$ cat src/rtl/sft_pkg.sv
package sft_pkg;
  localparam int SEG_BYTES = 16;
  localparam int MTY_W     = 4;
  localparam int LEN_W     = 16;

  typedef logic [LEN_W-1:0] len_t;

  // Running length after one more full segment
  function automatic len_t seg_add(len_t acc);
    return acc + len_t'(SEG_BYTES);
  endfunction

  // Final length of a frame, given its full-segment byte total and end slack
  function automatic len_t frame_bytes(len_t acc, logic [MTY_W-1:0] mty);
    return acc - len_t'(mty);
  endfunction

  function automatic logic is_runt(len_t bytes, int min_bytes);
    return bytes < len_t'(min_bytes);
  endfunction
endpackage

$ cat src/rtl/sft_lane.sv
module sft_lane
  import sft_pkg::*;
#(
  parameter int MIN_BYTES = 64
) (
  input  logic             en,
  input  logic             sop,
  input  logic             eop,
  input  logic [MTY_W-1:0] mty,
  input  logic             live_i,
  input  len_t             len_i,
  output logic             live_o,
  output len_t             len_o,
  output logic             done,
  output len_t             done_len,
  output logic             dup,
  output logic             orphan,
  output logic             stray,
  output logic             runt
);
  logic live;
  len_t acc;

  always_comb begin
    live     = live_i;
    acc      = len_i;
    dup      = 1'b0;
    orphan   = 1'b0;
    stray    = 1'b0;
    done     = 1'b0;
    done_len = '0;
    runt     = 1'b0;
    if (en) begin
      if (sop) begin
        dup  = live_i;
        live = 1'b1;
        acc  = len_t'(SEG_BYTES);
      end else if (live_i) begin
        acc = seg_add(len_i);
      end else if (eop) begin
        orphan = 1'b1;
      end else begin
        stray = 1'b1;
      end
      if (eop && live) begin
        done     = 1'b1;
        done_len = frame_bytes(acc, mty);
        runt     = is_runt(done_len, MIN_BYTES);
        live     = 1'b0;
        acc      = '0;
      end
    end
    live_o = live;
    len_o  = acc;
  end
endmodule

$ cat src/rtl/sft_chan_store.sv
module sft_chan_store
  import sft_pkg::*;
#(
  parameter int NCH  = 8,
  parameter int CH_W = $clog2(NCH)
) (
  input  logic            clk,
  input  logic            rst_n,
  input  logic [CH_W-1:0] rd_ch,
  output logic            rd_live,
  output len_t            rd_len,
  input  logic            wr_en,
  input  logic [CH_W-1:0] wr_ch,
  input  logic            wr_live,
  input  len_t            wr_len
);
  logic [NCH-1:0] live_q;
  len_t [NCH-1:0] len_q;

  always_ff @(posedge clk) begin
    if (!rst_n) begin
      live_q <= '0;
      len_q  <= '0;
    end else if (wr_en) begin
      live_q[wr_ch] <= wr_live;
      len_q[wr_ch]  <= wr_len;
    end
  end

  assign rd_live = live_q[rd_ch];
  assign rd_len  = len_q[rd_ch];

  // no write request, no change of any channel
  assert_hold_when_idle_R11: assert property (@(posedge clk) disable iff (!rst_n)
    !wr_en |=> ($stable(live_q) && $stable(len_q)));
endmodule

$ cat src/rtl/seg_frame_tracker.sv
module seg_frame_tracker
  import sft_pkg::*;
#(
  parameter int NSEG      = 12,
  parameter int NCH       = 8,
  parameter int MIN_BYTES = 64,
  localparam int CH_W     = $clog2(NCH)
) (
  input  logic                  clk,
  input  logic                  rst_n,
  input  logic                  in_valid,
  input  logic [CH_W-1:0]       in_chan,
  input  logic [NSEG-1:0]       seg_en,
  input  logic [NSEG-1:0]       seg_sop,
  input  logic [NSEG-1:0]       seg_eop,
  input  logic [NSEG*MTY_W-1:0] seg_mty,
  output logic [NSEG-1:0]       done_vld,
  output logic [NSEG*LEN_W-1:0] done_len,
  output logic                  err_dup_sop,
  output logic                  err_orphan_eop,
  output logic                  err_stray_seg,
  output logic                  err_runt
);
  logic                  live_c [NSEG+1];
  len_t                  len_c  [NSEG+1];
  logic [NSEG-1:0]       done_w, dup_w, orphan_w, stray_w, runt_w;
  logic [NSEG*LEN_W-1:0] dlen_w;

  sft_chan_store #(.NCH(NCH), .CH_W(CH_W)) store_i (
    .clk(clk), .rst_n(rst_n),
    .rd_ch(in_chan), .rd_live(live_c[0]), .rd_len(len_c[0]),
    .wr_en(in_valid), .wr_ch(in_chan),
    .wr_live(live_c[NSEG]), .wr_len(len_c[NSEG])
  );

  for (genvar g = 0; g < NSEG; g++) begin : g_lane
    len_t lane_len;
    sft_lane #(.MIN_BYTES(MIN_BYTES)) lane_i (
      .en(seg_en[g]), .sop(seg_sop[g]), .eop(seg_eop[g]),
      .mty(seg_mty[g*MTY_W +: MTY_W]),
      .live_i(live_c[g]), .len_i(len_c[g]),
      .live_o(live_c[g+1]), .len_o(len_c[g+1]),
      .done(done_w[g]), .done_len(lane_len),
      .dup(dup_w[g]), .orphan(orphan_w[g]), .stray(stray_w[g]), .runt(runt_w[g])
    );
    assign dlen_w[g*LEN_W +: LEN_W] = lane_len;

    // a lane reports at most one kind of fault
    assert_one_fault_R9: assert property (@(posedge clk) disable iff (!rst_n)
      $onehot0({dup_w[g], orphan_w[g], stray_w[g]}));
    // a reported frame is never empty
    assert_len_nonzero_R2: assert property (@(posedge clk) disable iff (!rst_n)
      done_vld[g] |-> (done_len[g*LEN_W +: LEN_W] != '0));
  end

  always_ff @(posedge clk) begin
    if (!rst_n || !in_valid) begin
      done_vld       <= '0;
      done_len       <= '0;
      err_dup_sop    <= 1'b0;
      err_orphan_eop <= 1'b0;
      err_stray_seg  <= 1'b0;
      err_runt       <= 1'b0;
    end else begin
      done_vld       <= done_w;
      done_len       <= dlen_w;
      err_dup_sop    <= |dup_w;
      err_orphan_eop <= |orphan_w;
      err_stray_seg  <= |stray_w;
      err_runt       <= |runt_w;
    end
  end

  // a gap beat leaves the outputs quiet
  assert_quiet_gap_R11: assert property (@(posedge clk) disable iff (!rst_n)
    !in_valid |=> (done_vld == '0 && !err_dup_sop && !err_orphan_eop
                   && !err_stray_seg && !err_runt));
  // an all-disabled beat reports nothing
  assert_idle_beat_R10: assert property (@(posedge clk) disable iff (!rst_n)
    (in_valid && seg_en == '0) |=> (done_vld == '0 && !err_dup_sop
                   && !err_orphan_eop && !err_stray_seg && !err_runt));
  // a runt is always a completed frame
  assert_runt_has_frame_R6: assert property (@(posedge clk) disable iff (!rst_n)
    err_runt |-> (done_vld != '0));
endmodule

$ cat config.mk
export PLATFORM = sky130hd
export DESIGN_NAME = seg_frame_tracker
export DESIGN_NICKNAME = d
export VERILOG_FILES = /design/src/rtl/sft_pkg.sv /design/src/rtl/sft_lane.sv /design/src/rtl/sft_chan_store.sv /design/src/rtl/seg_frame_tracker.sv
export SDC_FILE = /design/constraint.sdc
export NUM_CORES = 1
export LEC_CHECK = 0
export BUFFER_PORTS_ARGS = -buffer_cell sky130_fd_sc_hd__buf_2
export CAP_MARGIN = 20
export CORE_ASPECT_RATIO = 0.9
export CORE_MARGIN = 8
export CORE_UTILIZATION = 45
export CTS_BUF_LIST = sky130_fd_sc_hd__clkbuf_8 sky130_fd_sc_hd__clkbuf_16
export DETAILED_ROUTE_END_ITERATION = 10
export PLACE_DENSITY_LB_ADDON = 0.1
export SETUP_SLACK_MARGIN = 0.3
export SYNTH_ARGS = -nofsm -noshare
export SYNTH_HDL_FRONTEND = slang
export SYNTH_SLANG_ARGS = --single-unit
$ cat constraint.sdc
create_clock -name clk -period 22.1 [get_ports clk]
set_input_delay 2.21 -clock clk [delete_from_list [all_inputs] [get_ports clk]]
set_output_delay 2.21 -clock clk [all_outputs]
set_load 0.05 [all_outputs]
==> results.cfg <==
[power_and_ir_drop]
clkPwrFrac_pct = 39.0
p_sw_mw = 0.530
p_int_mw = 1.12
p_per_area_nw_per_um2 = 57.8
p_leak_nw = 12.5
peakVddDrop_mv = 0.0485
switching_share_pct = 32.1
power_frac_seq_pct = 38.6
combPwrFrac_pct = 22.4

[yosys]
synth-xor-area-share_pct = 7.94
synth_nets = 3473
synth_edf_count = 0
synthMuxAreaShare_pct = 3.60
synthAdderAreaFrac_pct = 3.93
async_flop_share_pct = 0
syn-cell-area_um2 = 25200
synth_compound_gate_area_share_pct = 25.7
yosysUniqueCellTypes = 117
syn_inst = 3311
yosysSeqAreaShare_pct = 27.3
synth_top_family_by_area = simple AND/OR/NAND/NOR gates
ys_warn_count = 0
yosys.area_share.simple_pct = 27.0
ys.flop_type = dfxtp_1
ys_ff_latch = 344
postSynthAreaPerCell_um2 = 7.62

[clock_tree]
cts-root-buf = clkbuf_16
cts.sinks = 344
clockBufferDepth = 3
ctsResizeCount = 0
post_cts_buffers = 0
numCtsBuffers = 37
postCtsHoldBufs = 0
tritoncts = yes
clock_latency_ns = 0.59
htree_num_levels = 2
path_clk_slew_ns = 0.06

[grt]
grt_busiest_layer = met2
met2_usage_pct = 41.9
grt_max_degree = 71
grt_use_total_pct = 26.2
overflow = 0
grtUsageMet3_pct = 4.60
antenna_found_initial = 3
grt_use_met1_pct = 36.2
grt_pass1_vias = 24000
grt_pass1_wl_um = 137000

[routing]
viasPerCell = 5.95
finalWirelength_um = 88500
drtPass1Iterations = 6
wl_per_cell_um = 20.7
vias = 25500
drc = 0
ant_nets = 0
drt-initial-drc-count = 2230

[final_layout]
drive_gt1_share_pct = 15.2
mostFrequentLayoutCell = nor2_1
n_fill_cell = 5481
final_cell_mix = 463 x nor2_1, 370 x nand2_1, 344 x dfxtp_1
syn_to_final_growth_pct = 13.1
nets = 3658

[place]
dp_slack_ns = 5.98
port_buffers = 297
dp_hpwl_um = 67300
gp_routability_congestion = 0.953

[sta]
fin_crit_sh_pct = 71.5
skew_ns = 0.0220
clock.fmax_mhz = 63.2
min_period_ns = 15.81
setup_tns_ns = 0
rsz0062_at_grt = no
final-max-slew-violation-count = 0
hold_violations = 0
layout_setup_ws_ns = 6.29
tightest_slew_ns = 1.26
setup_viol = 0
slew_headroom_pct = 15.9

[critical_path]
critPathBufInv = 9
crit_cells = 62
slowest_delay_ns = 0.54
crit_type = in2reg
path_max_fanout = 44
slowest_stage = nor2b_1
reg2regPathDepth = 59
r2r-start = store_i.len_q[68]
r2r-end = done_len[191]
endpoint_kind = register
worst_setup_path_start_kind = input pin
ff2ff_setup_slack_ns = 8.48
cp_data_arrival_time_ns = 16.31
cp_top_family = compound AO/OA/AOI/OAI gates
crit_required_ns = 22.60
crit_path_frequent_cell = ha_1

[floorplan]
placementRows = 82
coreArea_um2 = 55600
dieArea_um2 = 63900
start_util_pct = 45.4
pin_count = 298
die_w_um = 266
die_y_um = 241

[min_path]
holdPathStages = 2
holdPathEnd = store_i.len_q[18]
hp-class = reg2reg
hp-start = store_i.len_q[18]

[run]
cap_viol_max_count = 0

[status]
outcome = finished, final reports clean
cells in the mapped netlist, drive strengths merged, types with 18 or more instances:
| master | count | area [um2] |
|---|---|---|
| a211oi | 31 | 265 |
| a21boi | 49 | 368 |
| a21o | 61 | 459 |
| a21oi | 189 | 965 |
| a22oi | 20 | 150 |
| a31oi | 34 | 279 |
| and2 | 68 | 425 |
| and3 | 44 | 275 |
| buf | 48 | 245 |
| clkbuf | 137 | 515 |
| dfxtp | 344 | 6890 |
| ha | 60 | 751 |
| inv | 100 | 375 |
| mux2 | 29 | 338 |
| mux2i | 57 | 571 |
| nand2 | 370 | 1390 |
| nand2b | 45 | 282 |
| nand3 | 88 | 445 |
| nand4 | 31 | 200 |
| nor2 | 464 | 1750 |
| nor2b | 36 | 225 |
| nor3 | 93 | 475 |
| nor3b | 29 | 228 |
| nor4 | 25 | 181 |
| o211a | 78 | 781 |
| o21ai | 138 | 698 |
| o31ai | 18 | 140 |
| or2 | 41 | 257 |
| or3 | 42 | 273 |
| xnor2 | 137 | 1220 |
| xor2 | 88 | 786 |
worst max path at each step:
stage | from | end | slack, ns
after CTS | in_chan[1] | store_i.len_q[79] | 6.52
after floorplan | in_chan[0] | store_i.len_q[111] | 8.42
after global placement | in_chan[1] | store_i.len_q[15] | 6.51
after global routing | in_chan[1] | done_len[191] | 5.02
after detailed placement | in_chan[1] | store_i.len_q[79] | 5.98
final | in_chan[1] | done_len[191] | 6.29
registers in the layout, indices dropped and copies added (netlist names):
name	count
done_len	192
done_vld	12
err_dup_sop	1
err_orphan_eop	1
err_runt	1
err_stray_seg	1
store_i.len_q	128
store_i.live_q	8
worst reg2reg max path: cells and delay by family, from the launching register on:
family                     cells  cell delay (ns)
adders and majority gates     11             3.50
xor gates and xnor gates       1             0.11
DFF                            1             0.32
AOI/OAI and AO/OA             25             6.03
buffers and inverters          6             0.63
muxes                          1             0.27
and+or+nand+nor               15             2.66
metal layers:
metal / wire length, um / vias to the layer above
met5: 10 / -
met4: 2100 / 2
met3: 6920 / 131
met2: 39500 / 990
met1: 39900 / 12100
li1: - / 12200
final cells by class:
type	count	area, um2	area share [%]
inverter	105	394	1.38
sequential	344	6890	24.1
timing repair buffer	331	1850	6.48
clock buffer	39	953	3.34
antenna	4	10.0	0.0350
multi-input combinational	2677	17200	60.3
clock inverter	27	299	1.05
tap	756	946	3.31
stage by stage:
stage               util [%]  cells  instance area (um2)  hold WS [ns]  total power, mW
floorplan                  -   3311                25200         0.440            0.916
global placement        48.8   4207                27100         0.451             1.01
detailed placement      49.0   4211                27200         0.459             1.01
CTS                     51.2   4277                28500         0.466             1.66
global route            51.3   4280                28600         0.486             1.72
finish                  51.4   4283                28600         0.465             1.65
power groups by stage:
stage	sequential (mW)	combinational, mW	clock (mW)
floorplan	0.670	0.246	0
global placement	0.650	0.356	0
detailed placement	0.651	0.361	0
CTS	0.637	0.363	0.659
global route	0.638	0.401	0.682
finish	0.637	0.369	0.644
cell families (layout without fill, tap and decap cells):
logic type	after synthesis	after routing
adders and majority gates	72	72
xor gates and xnor gates	225	225
muxes	86	86
AOI/OAI and AO/OA	870	870
buffers and inverters	290	502
and+or+nand+nor	1424	1424
DFF	344	344
other	0	4
(Power assumes the default switching activity.)
